## config.mk

```make
export PLATFORM = sky130hd
export DESIGN_NAME = scan_sequencer
export DESIGN_NICKNAME = d
export VERILOG_FILES = /design/src/rtl/scan_sequencer.sv
export SDC_FILE = /design/constraint.sdc
export NUM_CORES = 1
export LEC_CHECK = 0
export BUFFER_PORTS_ARGS = -buffer_cell sky130_fd_sc_hd__buf_4
export CAP_MARGIN = 20
export CORE_MARGIN = 10
export CORE_UTILIZATION = 39
export CTS_BUF_LIST = sky130_fd_sc_hd__clkbuf_8
export DETAILED_ROUTE_END_ITERATION = 8
export GPL_ROUTABILITY_DRIVEN = 0
export PLACE_DENSITY = 0.76
export SLEW_MARGIN = 15
export SYNTH_ARGS = -nofsm -noshare
export SYNTH_HDL_FRONTEND = slang
export SYNTH_SLANG_ARGS = --single-unit
```

## constraint.sdc

```tcl
create_clock -name clk -period 2.75 [get_ports clk]
set_input_delay 0.4125 -clock clk [delete_from_list [all_inputs] [get_ports clk]]
set_output_delay 0.4125 -clock clk [all_outputs]
set_load 0.005 [all_outputs]
```

## src/rtl/scan_sequencer.sv

```systemverilog
module scan_sequencer #(
  parameter int NCH      = 4,
  parameter int SEL_W    = 3,
  parameter int GAIN_W   = 2,
  parameter int DATA_W   = 16,
  parameter int SETTLE_W = 8,
  parameter int DISC_W   = 4,
  parameter int CNT_W    = 16,
  localparam int CH_W    = (NCH > 1) ? $clog2(NCH) : 1
) (
  input  logic                     clk,
  input  logic                     rst_n,
  input  logic [NCH*SEL_W-1:0]     cfg_sel,
  input  logic [NCH*GAIN_W-1:0]    cfg_gain,
  input  logic [NCH*SETTLE_W-1:0]  cfg_settle,
  input  logic [NCH*DISC_W-1:0]    cfg_discard,
  input  logic                     cal_req,
  input  logic [SEL_W-1:0]         cal_sel,
  input  logic [GAIN_W-1:0]        cal_gain,
  input  logic [SETTLE_W-1:0]      cal_settle,
  input  logic [DISC_W-1:0]        cal_discard,
  input  logic [DATA_W-1:0]        cal_expect,
  input  logic [DATA_W-1:0]        cal_limit,
  output logic [SEL_W-1:0]         mux_sel,
  output logic [GAIN_W-1:0]        gain_code,
  output logic                     inj_en,
  input  logic                     adc_valid,
  input  logic [DATA_W-1:0]        adc_data,
  output logic                     out_valid,
  input  logic                     out_ready,
  output logic [CH_W-1:0]          out_chan,
  output logic [GAIN_W-1:0]        out_gain,
  output logic [DATA_W-1:0]        out_data,
  output logic [CNT_W-1:0]         sw_count,
  output logic [CNT_W-1:0]         disc_count,
  output logic                     cal_done,
  output logic                     cal_pass,
  output logic [DATA_W:0]          cal_resid
);

  typedef enum logic [2:0] {S_HOP, S_SETTLE, S_DISC, S_ACQ, S_HOLD} st_t;
  localparam logic [CH_W-1:0] LAST = CH_W'(NCH - 1);

  st_t                st;
  logic [CH_W-1:0]    idx;
  logic               cal_active, cal_pend;
  logic [SETTLE_W-1:0] scnt;
  logic [DISC_W-1:0]  dcnt;

  logic [SETTLE_W-1:0] slot_settle;
  logic [DISC_W-1:0]   slot_disc;
  logic signed [DATA_W:0] resid;
  logic [DATA_W:0]     resid_mag;

  assign mux_sel     = cal_active ? cal_sel     : cfg_sel[idx*SEL_W +: SEL_W];
  assign gain_code   = cal_active ? cal_gain    : cfg_gain[idx*GAIN_W +: GAIN_W];
  assign slot_settle = cal_active ? cal_settle  : cfg_settle[idx*SETTLE_W +: SETTLE_W];
  assign slot_disc   = cal_active ? cal_discard : cfg_discard[idx*DISC_W +: DISC_W];
  assign inj_en      = cal_active;

  assign resid     = $signed({1'b0, adc_data}) - $signed({1'b0, cal_expect});
  assign resid_mag = resid[DATA_W] ? DATA_W'(0) - resid : resid;

  wire pend_now = cal_pend | cal_req;
  wire take_next = (st == S_HOLD && out_ready) || (st == S_ACQ && adc_valid && cal_active);
  wire disc_evt = adc_valid && (st == S_HOP || st == S_SETTLE || st == S_DISC);

  always_ff @(posedge clk or negedge rst_n) begin
    if (!rst_n) begin
      st         <= S_HOP;
      idx        <= '0;
      cal_active <= 1'b0;
      cal_pend   <= 1'b0;
      scnt       <= '0;
      dcnt       <= '0;
      out_valid  <= 1'b0;
      out_chan   <= '0;
      out_gain   <= '0;
      out_data   <= '0;
      sw_count   <= '0;
      disc_count <= '0;
      cal_done   <= 1'b0;
      cal_pass   <= 1'b0;
      cal_resid  <= '0;
    end else begin
      cal_done <= 1'b0;
      cal_pend <= take_next ? 1'b0 : pend_now;
      if (disc_evt) disc_count <= disc_count + 1'b1;
      case (st)
        S_HOP: begin
          sw_count <= sw_count + 1'b1;
          dcnt     <= (slot_disc == '0) ? DISC_W'(1) : slot_disc;
          if (slot_settle == '0) st <= S_DISC;
          else begin
            scnt <= slot_settle - 1'b1;
            st   <= S_SETTLE;
          end
        end
        S_SETTLE: begin
          if (scnt == '0) st <= S_DISC;
          else scnt <= scnt - 1'b1;
        end
        S_DISC: if (adc_valid) begin
          dcnt <= dcnt - 1'b1;
          if (dcnt == DISC_W'(1)) st <= S_ACQ;
        end
        S_ACQ: if (adc_valid) begin
          if (cal_active) begin
            cal_done   <= 1'b1;
            cal_resid  <= resid;
            cal_pass   <= resid_mag <= {1'b0, cal_limit};
            cal_active <= pend_now;
            st         <= S_HOP;
          end else begin
            out_valid <= 1'b1;
            out_chan  <= idx;
            out_gain  <= gain_code;
            out_data  <= adc_data;
            st        <= S_HOLD;
          end
        end
        S_HOLD: if (out_ready) begin
          out_valid  <= 1'b0;
          idx        <= (idx == LAST) ? '0 : idx + 1'b1;
          cal_active <= pend_now;
          st         <= S_HOP;
        end
        default: st <= S_HOP;
      endcase
    end
  end

  a_r7_word_held: assert property (@(posedge clk) disable iff (!rst_n)
    out_valid && !out_ready |=> out_valid && $stable(out_data) && $stable(out_chan) && $stable(out_gain));

  a_r7_scan_frozen: assert property (@(posedge clk) disable iff (!rst_n)
    out_valid && !out_ready |=> $stable(sw_count) && $stable(disc_count) && $stable(mux_sel));

  a_r8_inject_no_word: assert property (@(posedge clk) disable iff (!rst_n)
    inj_en |-> !out_valid);

  a_r9_done_single: assert property (@(posedge clk) disable iff (!rst_n)
    cal_done |=> !cal_done);

  a_r6_word_from_conv: assert property (@(posedge clk) disable iff (!rst_n)
    $rose(out_valid) |-> $past(adc_valid));

  a_r2_no_word_in_settle: assert property (@(posedge clk) disable iff (!rst_n)
    (st == S_SETTLE) |-> !out_valid && !cal_done || $past(st) == S_ACQ);

endmodule

```

==> impl_metrics.env <==
export IMPL_internal_power_mw=4.35
export IMPL_rsz0062_at_grt="true"
export IMPL_syn2layout_area_growth_pct=50.1
export IMPL_yosys_area_share_xor_xnor_pct=8.55
export IMPL_holdPathStages=2
export IMPL_drt_wl_total_mm=20.2
export IMPL_synth_edf_count=0
export IMPL_synth_nets=844
export IMPL_crit_arrival_ns=3.90
export IMPL_yosys_area_share_adder_pct=8.13
export IMPL_cap_viol_max_count=0
export IMPL_ir_drop_v=0.000403
export IMPL_reg2reg_slack_ns=0.09
export IMPL_grt_pass1_wl_mm=32.3
export IMPL_rr_startpoint="idx[0]"
export IMPL_setup_ws_ns=-0.876
export IMPL_whs_endpoint="st[2]"
export IMPL_pre_cts_ws_ns=-1.30
export IMPL_synthCells=666
export IMPL_ys_flop_type="dfrtp_1"
export IMPL_synth_compound_area_share_pct=11.8
export IMPL_final_common_cell="buf_4"
export IMPL_grt_antenna_before_repair=0
export IMPL_io_buffers=215
export IMPL_fmax_mhz=276
export IMPL_die_area_mm2=0.0215
export IMPL_crit_path_frequent_cell="buf_4"
export IMPL_clock_skew_final_ns=0.0170
export IMPL_grt_max_degree=51
export IMPL_seqPwrFrac_pct=31.4
export IMPL_critical_path_max_fanout=3
export IMPL_grt_pass1_vias=6378
export IMPL_netlist_area_mm2=0.00625
export IMPL_cts_buffer_depth=2
export IMPL_cts_max_level=3
export IMPL_grt_usage_pct=18.2
export IMPL_clkSinkCount=91
export IMPL_switchingPower_mw=2.83
export IMPL_synth_distinct_cells=66
export IMPL_cts_tree="done"
export IMPL_async_flop_share_pct=100
export IMPL_antenna_cells=0
export IMPL_final_hold_viol_count=0
export IMPL_setup_worst_path_class="in2reg"
export IMPL_setup_viol=1
export IMPL_power_total_mw=7.17
export IMPL_clk_root_buffer_cell="clkbuf_8"
export IMPL_p_leak_nw=4.60
export IMPL_synth_yosys_seq_area_share_pct=36.4
export IMPL_synth_top_family_by_area="simple AND/OR/NAND/NOR gates"
export IMPL_routedWlPerCell_um=16.8
export IMPL_p_per_area_mw_per_mm2=765
export IMPL_die_x_um=147
export IMPL_hold_class="in2reg"
export IMPL_drive_above_1_share_pct=44.4
export IMPL_status="finished with violations"
export IMPL_cts_buffers=9
export IMPL_rr_endpoint="scnt[7]"
export IMPL_cp_slowest_cell="fa_2"
export IMPL_overflow=0
export IMPL_fp_dieH_um=147
export IMPL_worst_skew_pair_late_latency_ns=0.39
export IMPL_clk_pin_slew_ns=0.11
export IMPL_power_share_combinational_pct=55.5
export IMPL_avgSynthCellArea_um2=9.38
export IMPL_yosys_register_bits=91
export IMPL_worstPathCellList="buf_12 > inv_12 > ha_4 > inv_2 > fa_2 > a21oi_4 > o221ai_2 > buf_4 > buf_4 > a21oi_4 > xnor2_2 > nor4_4 > buf_4 > nor2_4 > xnor2_1 > ha_1 > buf_4 > nand4_1 > nor2_4 > o31a_1 > nor4_2 > o31ai_1 > a21oi_1"
export IMPL_cp_slowest_stage_delay_ns=0.39
export IMPL_final_cell_mix="322 x buf_4, 91 x nand2_1, 90 x dfrtp_1"
export IMPL_violations="setup timing"
export IMPL_synth_mux_area_fraction_pct=12.8
export IMPL_period_share_pct=132
export IMPL_synth_warnings=0
export IMPL_min_from="out_ready"
export IMPL_io_pins=216
export IMPL_post_drt_via_cell_ratio=5.08
export IMPL_worst_pin_slew_ns=0.828
export IMPL_endpoint_kind="register"
export IMPL_dr_total_vias=6089
export IMPL_row_count=46
export IMPL_slew_headroom_pct=44.7
export IMPL_fin_crit_ns=3.63
export IMPL_synth_simple_gate_area_share_pct=18.1
export IMPL_nets=1156
export IMPL_crit_path_start_kind="input port"
export IMPL_antenna_left=0
export IMPL_p_clk_share_pct=13.1
export IMPL_drc_errors=0
export IMPL_switching_share_pct=39.4
export IMPL_core_region_area_mm2=0.0158
export IMPL_n_fill_cell=1400
export IMPL_drt_iter0_drc=254
export IMPL_crit_required_ns=3.03
export IMPL_drtPass1Iterations=4
export IMPL_drv_slew=0
export IMPL_tns_ns=-0.876
export IMPL_hpwlAfterDp_mm=16.5
export IMPL_start_util_pct=39.6
export IMPL_reg2reg_depth=8
## layout make-up
class                           instances  area, um2  area share (%)
Sequential cell                        91       2280            24.3
Clock buffer                            9        124            1.32
Multi-Input combinational cell        506       3970            42.3
Clock inverter                          7       81.3           0.867
Tap cell                              216        270            2.88
Timing Repair Buffer                  326       2480            26.4
Inverter                               44        178            1.89
## what timing repair did
action                     CTS  global route
hold endpoints to repair    12             0
setup endpoints to repair    2             2
setup buffers                5             6
hold buffers                 1             0
gates resized for setup     24            23
pin swaps                   21            27
## state kept, by name, indices dropped and copies added (netlist names)
signal      cells
sw_count       16
inj_en          1
cal_pend        1
out_gain        2
disc_count     16
cal_done        1
out_valid       1
out_data       16
out_chan        2
st              3
dcnt            4
scnt            8
cal_resid      17
idx             2
cal_pass        1
## kinds of logic after synthesis
kind of cell	after synthesis
DFF	91
AOI/OAI and AO/OA	121
adders and majority gates	40
muxes	52
xor gates and xnor gates	61
and+or+nand+nor	232
buffers and inverters	69
## synthesized netlist by cell type (all sizes together) (3+ instances only)
library cell / n / area [um2]
dfrtp: 91 / 2280
a211oi: 3 / 22.5
nand4: 16 / 100
mux4: 17 / 402
nor4: 7 / 43.8
nor2b: 7 / 43.8
a31oi: 4 / 25.0
nand2b: 7 / 43.8
inv: 43 / 161
nand3b: 3 / 22.5
and3: 5 / 31.3
nand3: 22 / 115
nand2: 93 / 352
clkbuf: 17 / 63.8
nor3b: 3 / 22.5
nor3: 12 / 60.1
o2bb2ai: 3 / 26.3
mux2i: 8 / 92.6
a21o: 9 / 67.6
o21ai: 34 / 174
nor2: 38 / 143
buf: 8 / 37.5
xor2: 19 / 166
and2: 5 / 31.3
mux2: 27 / 304
a21oi: 44 / 220
xnor2: 42 / 368
a311oi: 3 / 26.3
ha: 39 / 488
o311ai: 3 / 26.3
## stage by stage
step	cells	hold slack, ns	cell area, um2	utilization, %
final	1199	0.210	9380	59.5
after global routing	1199	0.200	9380	59.5
after CTS	1193	0.187	9240	58.6
after detailed placement	1171	0.429	8860	56.2
after global placement	1171	0.427	8860	56.2
after floorplan	666	0.117	6330	-
## power groups by stage
| stage | sequential [mW] | clock [mW] | combinational [mW] |
|---|---|---|---|
| floorplan | 2.20 | 0 | 2.18 |
| global placement | 2.25 | 0 | 3.75 |
| detailed placement | 2.28 | 0 | 3.84 |
| CTS | 2.26 | 0.972 | 3.92 |
| global route | 2.34 | 1.03 | 4.40 |
| finish | 2.25 | 0.939 | 3.98 |
## metal layers
| layer | up-vias | wire [um] | track usage, % | share of wire (%) |
|---|---|---|---|---|
| li1 | 2991 | - | - | - |
| met3 | 21 | 1690 | 5.72 | 8.4 |
| met5 | - | 0 | 0 | 0 |
| met2 | 201 | 9820 | 30.4 | 49 |
| met1 | 2876 | 8320 | 21.6 | 41 |
| met4 | 0 | 341 | 6.41 | 1.7 |
## critical path, delay by kind of cell
| kind | cells | cell delay [ns] |
|---|---|---|
| buffers and inverters | 7 | 0.76 |
| AND/OR/NAND/NOR | 5 | 0.66 |
| XOR/XNOR | 2 | 0.26 |
| adder cells (fa/ha/maj) | 3 | 0.82 |
| AO/OA/AOI/OAI | 6 | 0.99 |
## how the worst max path moves through the flow
stage | start | to | slack [ns] | depth (start not counted)
floorplan | adc_data[0] | cal_pass | -0.85 | 19
global placement | adc_data[0] | cal_pass | -1.14 | 20
detailed placement | adc_data[0] | cal_pass | -1.30 | 20
CTS | adc_data[0] | cal_pass | -0.73 | 21
global route | adc_data[0] | cal_pass | -0.99 | 22
finish | adc_data[0] | cal_pass | -0.88 | 23
Power figures use the tool's default switching activity.
